===== config.mk =====
export PLATFORM = sky130hd
export DESIGN_NAME = spi_xfer_master
export DESIGN_NICKNAME = d
export VERILOG_FILES = /design/src/rtl/spi_xfer_pkg.sv /design/src/rtl/spi_xfer_ctrl.sv /design/src/rtl/spi_xfer_dp.sv /design/src/rtl/spi_xfer_master.sv
export SDC_FILE = /design/constraint.sdc
export NUM_CORES = 1
export LEC_CHECK = 0
export BUFFER_PORTS_ARGS = -buffer_cell sky130_fd_sc_hd__buf_2
export CAP_MARGIN = 40
export CORE_ASPECT_RATIO = 1.4
export CORE_MARGIN = 5
export CORE_UTILIZATION = 40
export CTS_BUF_LIST = sky130_fd_sc_hd__clkbuf_4
export DETAILED_ROUTE_END_ITERATION = 16
export GPL_ROUTABILITY_DRIVEN = 0
export HOLD_SLACK_MARGIN = 0.15
export PLACE_DENSITY = 0.58
export SLEW_MARGIN = 10
export SYNTH_ARGS = -nofsm -noshare
export SYNTH_HDL_FRONTEND = slang
export SYNTH_HIERARCHICAL = 1
export SYNTH_SLANG_ARGS = --single-unit

===== constraint.sdc =====
create_clock -name clk -period 11.8 [get_ports clk]
set_input_delay 1.18 -clock clk [delete_from_list [all_inputs] [get_ports clk]]
set_output_delay 1.18 -clock clk [all_outputs]
set_load 0.005 [all_outputs]

===== src/rtl/spi_xfer_pkg.sv =====
package spi_xfer_pkg;
  typedef struct packed {
    logic load;   // launch a new exchange
    logic lead;   // first edge of a bit
    logic trail;  // second edge of a bit
    logic done;   // last trailing edge of the word
  } xferStb_t;

  localparam logic [2:0] IDX_CFG   = 3'd0;
  localparam logic [2:0] IDX_STAT  = 3'd1;
  localparam logic [2:0] IDX_SYS   = 3'd2;
  localparam logic [2:0] IDX_TX    = 3'd3;
  localparam logic [2:0] IDX_RX    = 3'd4;
  localparam logic [2:0] IDX_SPARE = 3'd5;
endpackage


===== src/rtl/spi_xfer_ctrl.sv =====
module spi_xfer_ctrl
  import spi_xfer_pkg::*;
#(
  parameter int WORD_W = 8,
  parameter int DIV_W  = 5,
  parameter int PRE_LO = 16,
  parameter int PRE_HI = 128
) (
  input  logic             clk,
  input  logic             rstN,
  input  logic             txReq,
  input  logic             preSel,
  input  logic [DIV_W-1:0] divN,
  output logic             busy,
  output logic             lvl,
  output xferStb_t         stb
);
  localparam int CNT_W  = $clog2(PRE_HI * (2 ** DIV_W)) + 1;
  localparam int EDGE_N = 2 * WORD_W;
  localparam int EDGE_W = $clog2(EDGE_N);

  logic [CNT_W-1:0]  halfLen;
  logic [CNT_W-1:0]  cnt;
  logic [EDGE_W-1:0] edgeIdx;
  logic              tick;

  always_comb begin
    halfLen = (preSel ? CNT_W'(PRE_HI) : CNT_W'(PRE_LO)) * (CNT_W'(divN) + CNT_W'(1));
    tick    = busy && (cnt >= halfLen - CNT_W'(1));
    stb.load  = txReq && !busy;
    stb.lead  = tick && !edgeIdx[0];
    stb.trail = tick && edgeIdx[0];
    stb.done  = tick && (edgeIdx == EDGE_W'(EDGE_N - 1));
  end

  always_ff @(posedge clk or negedge rstN) begin
    if (!rstN) begin
      busy    <= 1'b0;
      cnt     <= '0;
      edgeIdx <= '0;
      lvl     <= 1'b0;
    end else if (stb.load) begin
      busy    <= 1'b1;
      cnt     <= '0;
      edgeIdx <= '0;
    end else if (busy) begin
      if (tick) begin
        cnt     <= '0;
        edgeIdx <= edgeIdx + EDGE_W'(1);
        lvl     <= ~lvl;
        if (stb.done) busy <= 1'b0;
      end else begin
        cnt <= cnt + CNT_W'(1);
      end
    end
  end

  p_load_busy_r5: assert property (@(posedge clk) disable iff (!rstN)
    stb.load |=> busy);
  p_done_idle_r5: assert property (@(posedge clk) disable iff (!rstN)
    stb.done |=> !busy);
  p_no_edge_idle_r5: assert property (@(posedge clk) disable iff (!rstN)
    !busy |-> !(stb.lead || stb.trail));
endmodule


===== src/rtl/spi_xfer_dp.sv =====
module spi_xfer_dp
  import spi_xfer_pkg::*;
#(
  parameter int WORD_W = 8,
  parameter int DIV_W  = 5,
  parameter int ADDR_W = 5
) (
  input  logic              clk,
  input  logic              rstN,
  input  logic              busSel,
  input  logic              busWrite,
  input  logic [ADDR_W-1:0] busAddr,
  input  logic [31:0]       busWdata,
  output logic [31:0]       busRdata,
  input  logic              miso,
  input  logic              busy,
  input  xferStb_t          stb,
  output logic              txReq,
  output logic              preSel,
  output logic [DIV_W-1:0]  divN,
  output logic              cpol,
  output logic              mosi,
  output logic              csN
);
  logic [7:0]        cfgReg, sysReg, spareReg;
  logic [WORD_W-1:0] shReg, rxSh, rxBuf, rxNext;
  logic              rxFull, mosiReg, cpha, wr, rd;
  logic [2:0]        idx;
  logic              unusedBits;

  assign idx        = busAddr[4:2];
  assign wr         = busSel && busWrite;
  assign rd         = busSel && !busWrite;
  assign txReq      = wr && (idx == IDX_TX);
  assign cpha       = cfgReg[7];
  assign cpol       = cfgReg[6];
  assign preSel     = cfgReg[5];
  assign divN       = cfgReg[DIV_W-1:0];
  assign csN        = sysReg[6];
  assign mosi       = mosiReg;
  assign rxNext     = {rxSh[WORD_W-2:0], miso};
  assign unusedBits = ^{busWdata[31:8], busAddr[1:0], busAddr[ADDR_W-1:2] == '0};

  always_comb begin
    case (idx)
      IDX_CFG:   busRdata = 32'(cfgReg);
      IDX_STAT:  busRdata = 32'({rxFull, 1'b0, busy});
      IDX_SYS:   busRdata = 32'(sysReg);
      IDX_RX:    busRdata = 32'(rxBuf);
      IDX_SPARE: busRdata = 32'(spareReg);
      default:   busRdata = '0;
    endcase
  end

  always_ff @(posedge clk or negedge rstN) begin
    if (!rstN) begin
      cfgReg   <= '0;
      sysReg   <= 8'h40;
      spareReg <= '0;
    end else if (wr) begin
      if (idx == IDX_CFG)   cfgReg   <= busWdata[7:0];
      if (idx == IDX_SYS)   sysReg   <= busWdata[7:0];
      if (idx == IDX_SPARE) spareReg <= busWdata[7:0];
    end
  end

  always_ff @(posedge clk or negedge rstN) begin
    if (!rstN) begin
      rxFull <= 1'b0;
      rxBuf  <= '0;
    end else if (stb.done) begin
      rxFull <= 1'b1;
      rxBuf  <= cpha ? rxNext : rxSh;
    end else if ((rd && idx == IDX_RX) || (wr && idx == IDX_STAT && !busWdata[2])) begin
      rxFull <= 1'b0;
    end
  end

  always_ff @(posedge clk or negedge rstN) begin
    if (!rstN) begin
      shReg   <= '0;
      rxSh    <= '0;
      mosiReg <= 1'b0;
    end else if (stb.load) begin
      if (!cpha) begin
        mosiReg <= busWdata[WORD_W-1];
        shReg   <= busWdata[WORD_W-1:0] << 1;
      end else begin
        shReg   <= busWdata[WORD_W-1:0];
      end
    end else if (stb.lead) begin
      if (!cpha) begin
        rxSh    <= rxNext;
      end else begin
        mosiReg <= shReg[WORD_W-1];
        shReg   <= shReg << 1;
      end
    end else if (stb.trail) begin
      if (cpha) begin
        rxSh    <= rxNext;
      end else if (!stb.done) begin
        mosiReg <= shReg[WORD_W-1];
        shReg   <= shReg << 1;
      end
    end
  end

  p_done_full_r8: assert property (@(posedge clk) disable iff (!rstN)
    stb.done |=> rxFull);
  p_busy_write_ignored_r7: assert property (@(posedge clk) disable iff (!rstN)
    (busy && txReq && !stb.lead && !stb.trail) |=> $stable(shReg));
endmodule


===== src/rtl/spi_xfer_master.sv =====
module spi_xfer_master
  import spi_xfer_pkg::*;
#(
  parameter int WORD_W = 8,
  parameter int DIV_W  = 5,
  parameter int ADDR_W = 5,
  parameter int PRE_LO = 16,
  parameter int PRE_HI = 128
) (
  input  logic              clk,
  input  logic              rstN,
  input  logic              busSel,
  input  logic              busWrite,
  input  logic [ADDR_W-1:0] busAddr,
  input  logic [31:0]       busWdata,
  output logic [31:0]       busRdata,
  output logic              sclk,
  output logic              mosi,
  input  logic              miso,
  output logic              csN
);
  xferStb_t         stb;
  logic             busy, lvl, txReq, preSel, cpol;
  logic [DIV_W-1:0] divN;

  spi_xfer_ctrl #(.WORD_W(WORD_W), .DIV_W(DIV_W), .PRE_LO(PRE_LO), .PRE_HI(PRE_HI)) i_ctrl (
    .clk(clk), .rstN(rstN), .txReq(txReq), .preSel(preSel), .divN(divN),
    .busy(busy), .lvl(lvl), .stb(stb));

  spi_xfer_dp #(.WORD_W(WORD_W), .DIV_W(DIV_W), .ADDR_W(ADDR_W)) i_dp (
    .clk(clk), .rstN(rstN), .busSel(busSel), .busWrite(busWrite), .busAddr(busAddr),
    .busWdata(busWdata), .busRdata(busRdata), .miso(miso), .busy(busy), .stb(stb),
    .txReq(txReq), .preSel(preSel), .divN(divN), .cpol(cpol), .mosi(mosi), .csN(csN));

  assign sclk = lvl ^ cpol;

  p_idle_sclk_r10: assert property (@(posedge clk) disable iff (!rstN)
    !busy |-> (sclk == cpol));
  p_idle_mosi_r10: assert property (@(posedge clk) disable iff (!rstN)
    (!busy && !$past(busy)) |-> $stable(mosi));
endmodule


==> results of run 1 <==
[stage by stage]
step                      cells  setup slack, ns  utilization, %
final                       600             5.78            44.0
after global placement      583             5.85            42.3
after global routing        600             5.34            44.0
after floorplan             456             6.27               -
after detailed placement    584             5.74            42.5
after CTS                   600             5.71            44.0
[registers in the layout, summed over array words and instances (netlist names)]
register        cells
i_dp/spareReg       8
i_dp/rxFull         1
i_dp/rxSh           8
i_dp/rxBuf          8
i_ctrl/cnt         13
i_dp/mosi           1
i_ctrl/busy         1
i_dp/shReg          8
i_dp/cfgReg         8
i_dp/sysReg         8
i_ctrl/lvl          1
i_ctrl/edgeIdx      4
[cell usage after synthesis, drive strengths merged (3+ instances only)]
library cell	number	area, um^2
nor2	31	136
a21oi	17	100
a21o	3	22.5
a31oi	12	75.1
and2	5	33.8
nand2	24	97.6
nand3	13	65.1
and3	3	18.8
inv	16	60.1
xor2	13	114
o22ai	9	56.3
a22oi	7	52.6
xnor2	8	70.1
clkbuf	5	18.8
o21ai	20	111
mux2	33	372
nand4	3	18.8
dfrtp	68	1700
ha	29	363
buf	38	278
mux2i	34	340
nand2b	9	56.3
[layer usage]
layer | track usage [%] | vias to the layer above | part of all wire, %
met5 | 0 | - | 0
met4 | 4.94 | 0 | 1.2
met3 | 3.04 | 10 | 3.6
met2 | 24.4 | 56 | 50
met1 | 18.6 | 1578 | 45
li1 | - | 1545 | -
[cells by family after synthesis]
kind of cell,Yosys count,synth area share (%)
muxes,67,15.8
AOI/OAI and AO/OA,80,12.2
buffers and inverters,59,7.93
other,1,0.0834
adders and majority gates,30,8.51
DFF,69,38.4
xor gates and xnor gates,21,4.09
and+or+nand+nor,106,12.9
[power by group through the flow]
stage / combinational [uW] / sequential, uW / clock, uW
after floorplan: 305 / 320 / 0
after global placement: 361 / 334 / 0
after detailed placement: 373 / 336 / 0
after CTS: 374 / 331 / 180
after global routing: 417 / 339 / 189
final: 362 / 332 / 173
[final cells by class]
type	instances	area, um^2
clock buffer	11	82.6
inverter	16	60.1
timing repair buffer	30	180
sequential	69	1730
tap	141	176
clock inverter	5	75.1
multi-input combinational	328	2500
fill	1096	6120
[critical path, stage by stage, from the launching register on]
cell,delay (ns)
dfrtp_1,0.45
ha_1,0.23
nand3_1,0.10
xor2_1,0.17
nor2_1,0.18
fa_1,0.46
ha_1,0.31
ha_1,0.29
ha_1,0.35
a21o_1,0.19
a31oi_1,0.21
o21ai_0,0.15
xnor2_1,0.24
ha_1,0.32
and4_4,0.23
and2_4,0.14
a221o_1,0.37
o21ai_4,0.26
nor2_1,0.09
buf_4,0.21
or4b_4,0.58
a31oi_1,0.22
a22oi_1,0.11
[worst max path at each step]
| stage | endpoint | cells past startpoint |
|---|---|---|
| finish | i_dp/shReg[5]$_DFFE_PN0P_ | 22 |
| global placement | i_dp/shReg[5]$_DFFE_PN0P_ | 22 |
| global route | i_dp/shReg[5]$_DFFE_PN0P_ | 22 |
| floorplan | i_dp/shReg[1]$_DFFE_PN0P_ | 24 |
| CTS | i_dp/shReg[3]$_DFFE_PN0P_ | 22 |
| detailed placement | i_dp/shReg[5]$_DFFE_PN0P_ | 22 |
==> run metrics, run 1 <==
class of the most critical hold timing path=reg2reg; sink count of the clock tree=69; wire length of the first global-routing pass=15.6 mm; standby leakage power=0.00225 uW; fraction of registers with async set or reset after synthesis=100%; critical path arrival=6.29 ns; post-route cell area=4800 um^2; Worst R2R Setup Slack=5.78 ns; wirelength, routed=9.24 mm; endpoint type of the worst setup path=flip-flop; sequential element share of the synthesized area=38.4%; setup repair after global routing missed its margin=false; post-synthesis cell area=4500 um^2; Post-Synthesis Cells=433; final-layout worst hold slack=0.495 ns; Sw Ratio=36.7%; global-route usage over all layers=14.6%; run status=finished clean; required time reported for the critical path endpoint=12.07 ns; average detailed-routed wire length per instance=15.4 um; number of vias in the routed layout=3189; net count of the finished layout=526; DRT Pass-1 Iters=4; Pwr Density=180 nW/um^2; number of DRC violations after detailed-routing iteration 0=151; area of the die=13500 um^2; TNS Setup=0 ns; n_diodes=0; starting utilization of the core area=41.2%; Remaining DRCs=0; number of warnings printed during yosys synthesis=6; Chip Width=99.6 um; number of enable flip-flop cells after synthesis=0; Max Fclk=0.166 GHz; share of cells above drive strength 1=13.3%; Peak VDD IR=76.5 uV; number of global-route vias before repair=3168; combinational share of power=41.8%; number of violations of the max-capacitance limit=0; Setup Viol. Count Final=0; maximum number of pins on one net before global-route repair=61; relative slew slack=56.8%; largest driver fanout on the critical path=19; internal power=548 uW; most frequent standard cell in the layout excluding fill and tap cells=dfrtp_1; Worst Path Class, Setup=reg2reg; flops & latches, synth=69; hold bufs inserted after CTS=0; DP Area=4640 um^2; Period minus WS final=6.02 ns; total chip power=867 uW; Chip Height=135 um; fin. max-slew vios=0; area added between synthesis and finish=6.76%; launching element of the worst setup path=i_dp/cfgReg[0]$_DFFE_PN0P_; total overflow reported by the global router=0; switching power=318 uW; count of antenna-violating nets left after detailed routing=0; cell depth of the worst flop-to-flop path=22; Clk pin slew, worst setup/hold paths=0.11 ns; Setup crit start kind=flip-flop; Mapped Avg Cell Area=10.4 um^2; vias per std cell=5.32; endpoint of the worst register-to-register path=i_dp/shReg[5]$_DFFE_PN0P_; row cnt=45; clock latency on the worst-skew pair=0.41 ns; I/O pin count=77; hold_sp=i_ctrl/lvl$_DFFE_PN0P_; number of failing hold endpoints at the final stage=0; proportion of power drawn by the clock network=19.9%; DP HPWL=6.94 mm; count of cell types in the netlist=62; Port Buf Inserts=26; final clock period utilization by the worst path=51.0%; placeable core region=10900 um^2; final worst clock skew=0.00943 ns; initial antenna violation count=0; terminating pin of the worst hold path=i_ctrl/lvl$_DFFE_PN0P_; quantity of gates resized following cts=0; commonest cells after routing, fill and taps aside=68 x dfrtp_1, 34 x mux2i_1, 33 x mux2_1; sequential cell fraction of total power=38.3%; clock buffer count from CTS=9; clock tree from TritonCTS=yes; hold path depth=1; transition at the pin with the smallest max-transition slack=0.647 ns; Most used DFF post-synth=dfrtp_1; Post CTS Setup Buffer Count=0; number of buffers on the longest clock path=2; reg-to-reg critical path startpoint=i_dp/cfgReg[0]$_DFFE_PN0P_; Root Driver=clkbuf_4; H-tree level count=3
Power figures use the tool's default switching activity.
==> inputs of run 2 (changes only) <==
--- a/config.mk
+++ b/config.mk
@@ -14,7 +14,7 @@
 export DETAILED_ROUTE_END_ITERATION = 16
 export GPL_ROUTABILITY_DRIVEN = 0
 export HOLD_SLACK_MARGIN = 0.15
-export PLACE_DENSITY = 0.58
+export PLACE_DENSITY = 0.6
 export SLEW_MARGIN = 10
 export SYNTH_ARGS = -nofsm -noshare
 export SYNTH_HDL_FRONTEND = slang
==> constraint.sdc (replaced) <==
create_clock -name clk -period 5.2 [get_ports clk]
set_input_delay 0.52 -clock clk [delete_from_list [all_inputs] [get_ports clk]]
set_output_delay 0.52 -clock clk [all_outputs]
set_load 0.005 [all_outputs]
==> run 2 against run 1 <==
Effect of this change: flip-flop and latch count did not move; global-route usage rose by 0.66 points; die area unchanged; sequential share of layout area is 2.4 points lower; power increased to 2.5 times the previous value; critical path type unchanged; largest power group unchanged; setup slack lost 5.8 ns; the flow now finishes with violations (negative setup slack); register-to-register slack got worse by 5.8 ns.
==> run metrics, run 2 (synthesis results as in run 1) <==
Post-Place Cells=604; amount of wire on met2 after detailed routing=5.02 mm; clock latency on the worst-skew pair=0.42 ns; vias per std cell=5.24; relative slew slack=55.0%; violated checks=negative setup slack; DP HPWL=7.19 mm; Chip Height=135 um; Peak VDD IR=214 uV; final core utilization=47.2%; global-route usage over all layers=15.2%; Setup Viol. Count Final=3; Max Fclk=0.191 GHz; Port Buf Inserts=26; H-tree level count=3; starting utilization of the core area=41.2%; most frequent standard cell in the layout excluding fill and tap cells=dfrtp_1; DRT Pass-1 Iters=4; final standard cell count with taps included and fillers excluded=627; detailed-routed wire length on met3=363 um; average detailed-routed wire length per instance=15.7 um; Chip Width=99.6 um; fin. max-slew vios=0; number of DRC violations after detailed-routing iteration 0=155; Worst Path Class, Setup=reg2reg; run status=finished, violations left; total overflow reported by the global router=0; maximum number of pins on one net before global-route repair=53; standby leakage power=0.00239 uW; number of violations of the max-capacitance limit=0; register containing the most flip-flops in the final layout=i_ctrl/cnt; Setup crit start kind=flip-flop; setup repair after global routing missed its margin=true; largest driver fanout on the critical path=5; count of antenna-violating nets left after detailed routing=0; row cnt=45; max reg flops=13; I/O pin count=77; wire length of the first global-routing pass=16.3 mm; final worst clock skew=0.0106 ns; net count of the finished layout=552; Worst Setup Slack, final=-0.0326 ns; area added between synthesis and finish=14.6%; uppermost routed layer=met4; critical path arrival=5.50 ns; share of cells above drive strength 1=22.1%; area of the die=13500 um^2; placeable core region=10900 um^2; clock tree from TritonCTS=yes; Pwr Density=428 nW/um^2; number of vias in the routed layout=3287; Period minus WS final=5.23 ns; final clock period utilization by the worst path=101%; routed metal-1 wirelength=4.28 mm; clock buffer count from CTS=9; transition at the pin with the smallest max-transition slack=0.675 ns; Root Driver=clkbuf_4; class of the most critical hold timing path=in2reg; filler cell count=1048; Clk pin slew, worst setup/hold paths=0.11 ns; post-route cell area=5150 um^2; initial antenna violation count=0; commonest cells after routing, fill and taps aside=66 x dfrtp_1, 34 x mux2i_1, 33 x mux2_1; Remaining DRCs=0; endpoint type of the worst setup path=flip-flop; sink count of the clock tree=69; wirelength, routed=9.85 mm; number of global-route vias before repair=3265; DP Area=4840 um^2; required time reported for the critical path endpoint=5.47 ns; placement-stage worst setup slack=-0.130 ns; number of buffers on the longest clock path=2; number of failing hold endpoints at the final stage=0
==> run 2: cell count changes in the layout (fill, tap and decap cells not counted), sizes merged <==
cell / previous run / this run
clkinv: 2 / 1
or4b: 1 / 2
buf: 30 / 54
diode: 0 / 1
dlygate4sd3: 0 / 1
clkbuf: 11 / 12
==> run 2: final cells by class <==
type | instances | area, um^2 | area share (%)
Tap cell | 141 | 176 | 3.42
Antenna cell | 1 | 2.50 | 0.0486
Inverter | 16 | 60.1 | 1.17
Clock inverter | 4 | 72.6 | 1.41
Sequential cell | 69 | 1730 | 33.6
Timing Repair Buffer | 55 | 362 | 7.02
Clock buffer | 12 | 90.1 | 1.75
Multi-Input combinational cell | 329 | 2660 | 51.6
==> run 2: power by group <==
part	total [uW]	switching (uW)	leakage (uW)	internal, uW
combinational	1040	514	0.00144	523
clock	401	190	0.0000875	211
sequential	765	110	0.000869	655
total	2200	814	0.00239	1390
==> run 2: repair_timing <==
action / CTS / global route
cloned: 1 / 0
endpoints found under the hold margin: 17 / 0
hold buffers: 1 / 0
pin swaps: 9 / 25
setup buffers: 3 / 1
endpoints found under the setup margin: 17 / 17
gates resized for setup: 7 / 15
==> run 2: final timing paths <==
path | from | depth (start not counted) | to | slack (ns)
setup / recovery | i_dp/cfgReg[1]$_DFFE_PN0P_ | 21 | i_dp/shReg[2]$_DFFE_PN0P_ | -0.03
hold / removal | miso | 2 | i_dp/rxSh[0]$_DFFE_PN0P_ | 0.34
setup reg to reg | i_dp/cfgReg[1]$_DFFE_PN0P_ | 21 | i_dp/shReg[2]$_DFFE_PN0P_ | -0.03
hold reg to reg | i_ctrl/edgeIdx[3]$_DFFE_PN0P_ | 1 | i_ctrl/edgeIdx[3]$_DFFE_PN0P_ | 0.49
max in group asynchronous | rstN | 3 | i_dp/rxBuf[2]$_DFFE_PN0P_ | 3.63
min in group asynchronous | rstN | 2 | i_dp/shReg[5]$_DFFE_PN0P_ | 0.56
==> run 2: per-layer routing <==
metal	vias to the layer above	global-route usage (%)
li1	1614	-
met1	1593	19.4
met2	67	25.9
met3	13	2.83
met4	0	5.09
met5	-	0
==> run 2: metrics by stage <==
step,power [uW],hold WS [ns],setup TNS [ns]
after floorplan,1470,0.224,0
after global placement,1700,0.466,-1.54
after detailed placement,1730,0.475,-1.85
after CTS,2150,0.311,-0.299
after global routing,2390,0.291,-2.84
final,2200,0.335,-0.0629
==> run 2: worst max-delay path: stages (launching register included) <==
cell	delay, ns
dfrtp_1	0.45
ha_4	0.19
nand3_4	0.08
xor2_2	0.16
nor2_2	0.14
fa_1	0.47
ha_4	0.29
ha_4	0.19
ha_4	0.27
and3_4	0.18
a31oi_4	0.10
o21ai_2	0.21
xnor2_2	0.11
ha_1	0.32
and4_4	0.16
and2_4	0.14
a221o_1	0.38
o21ai_4	0.26
nor2_4	0.10
or4b_4	0.58
a31oi_1	0.20
a22oi_1	0.11
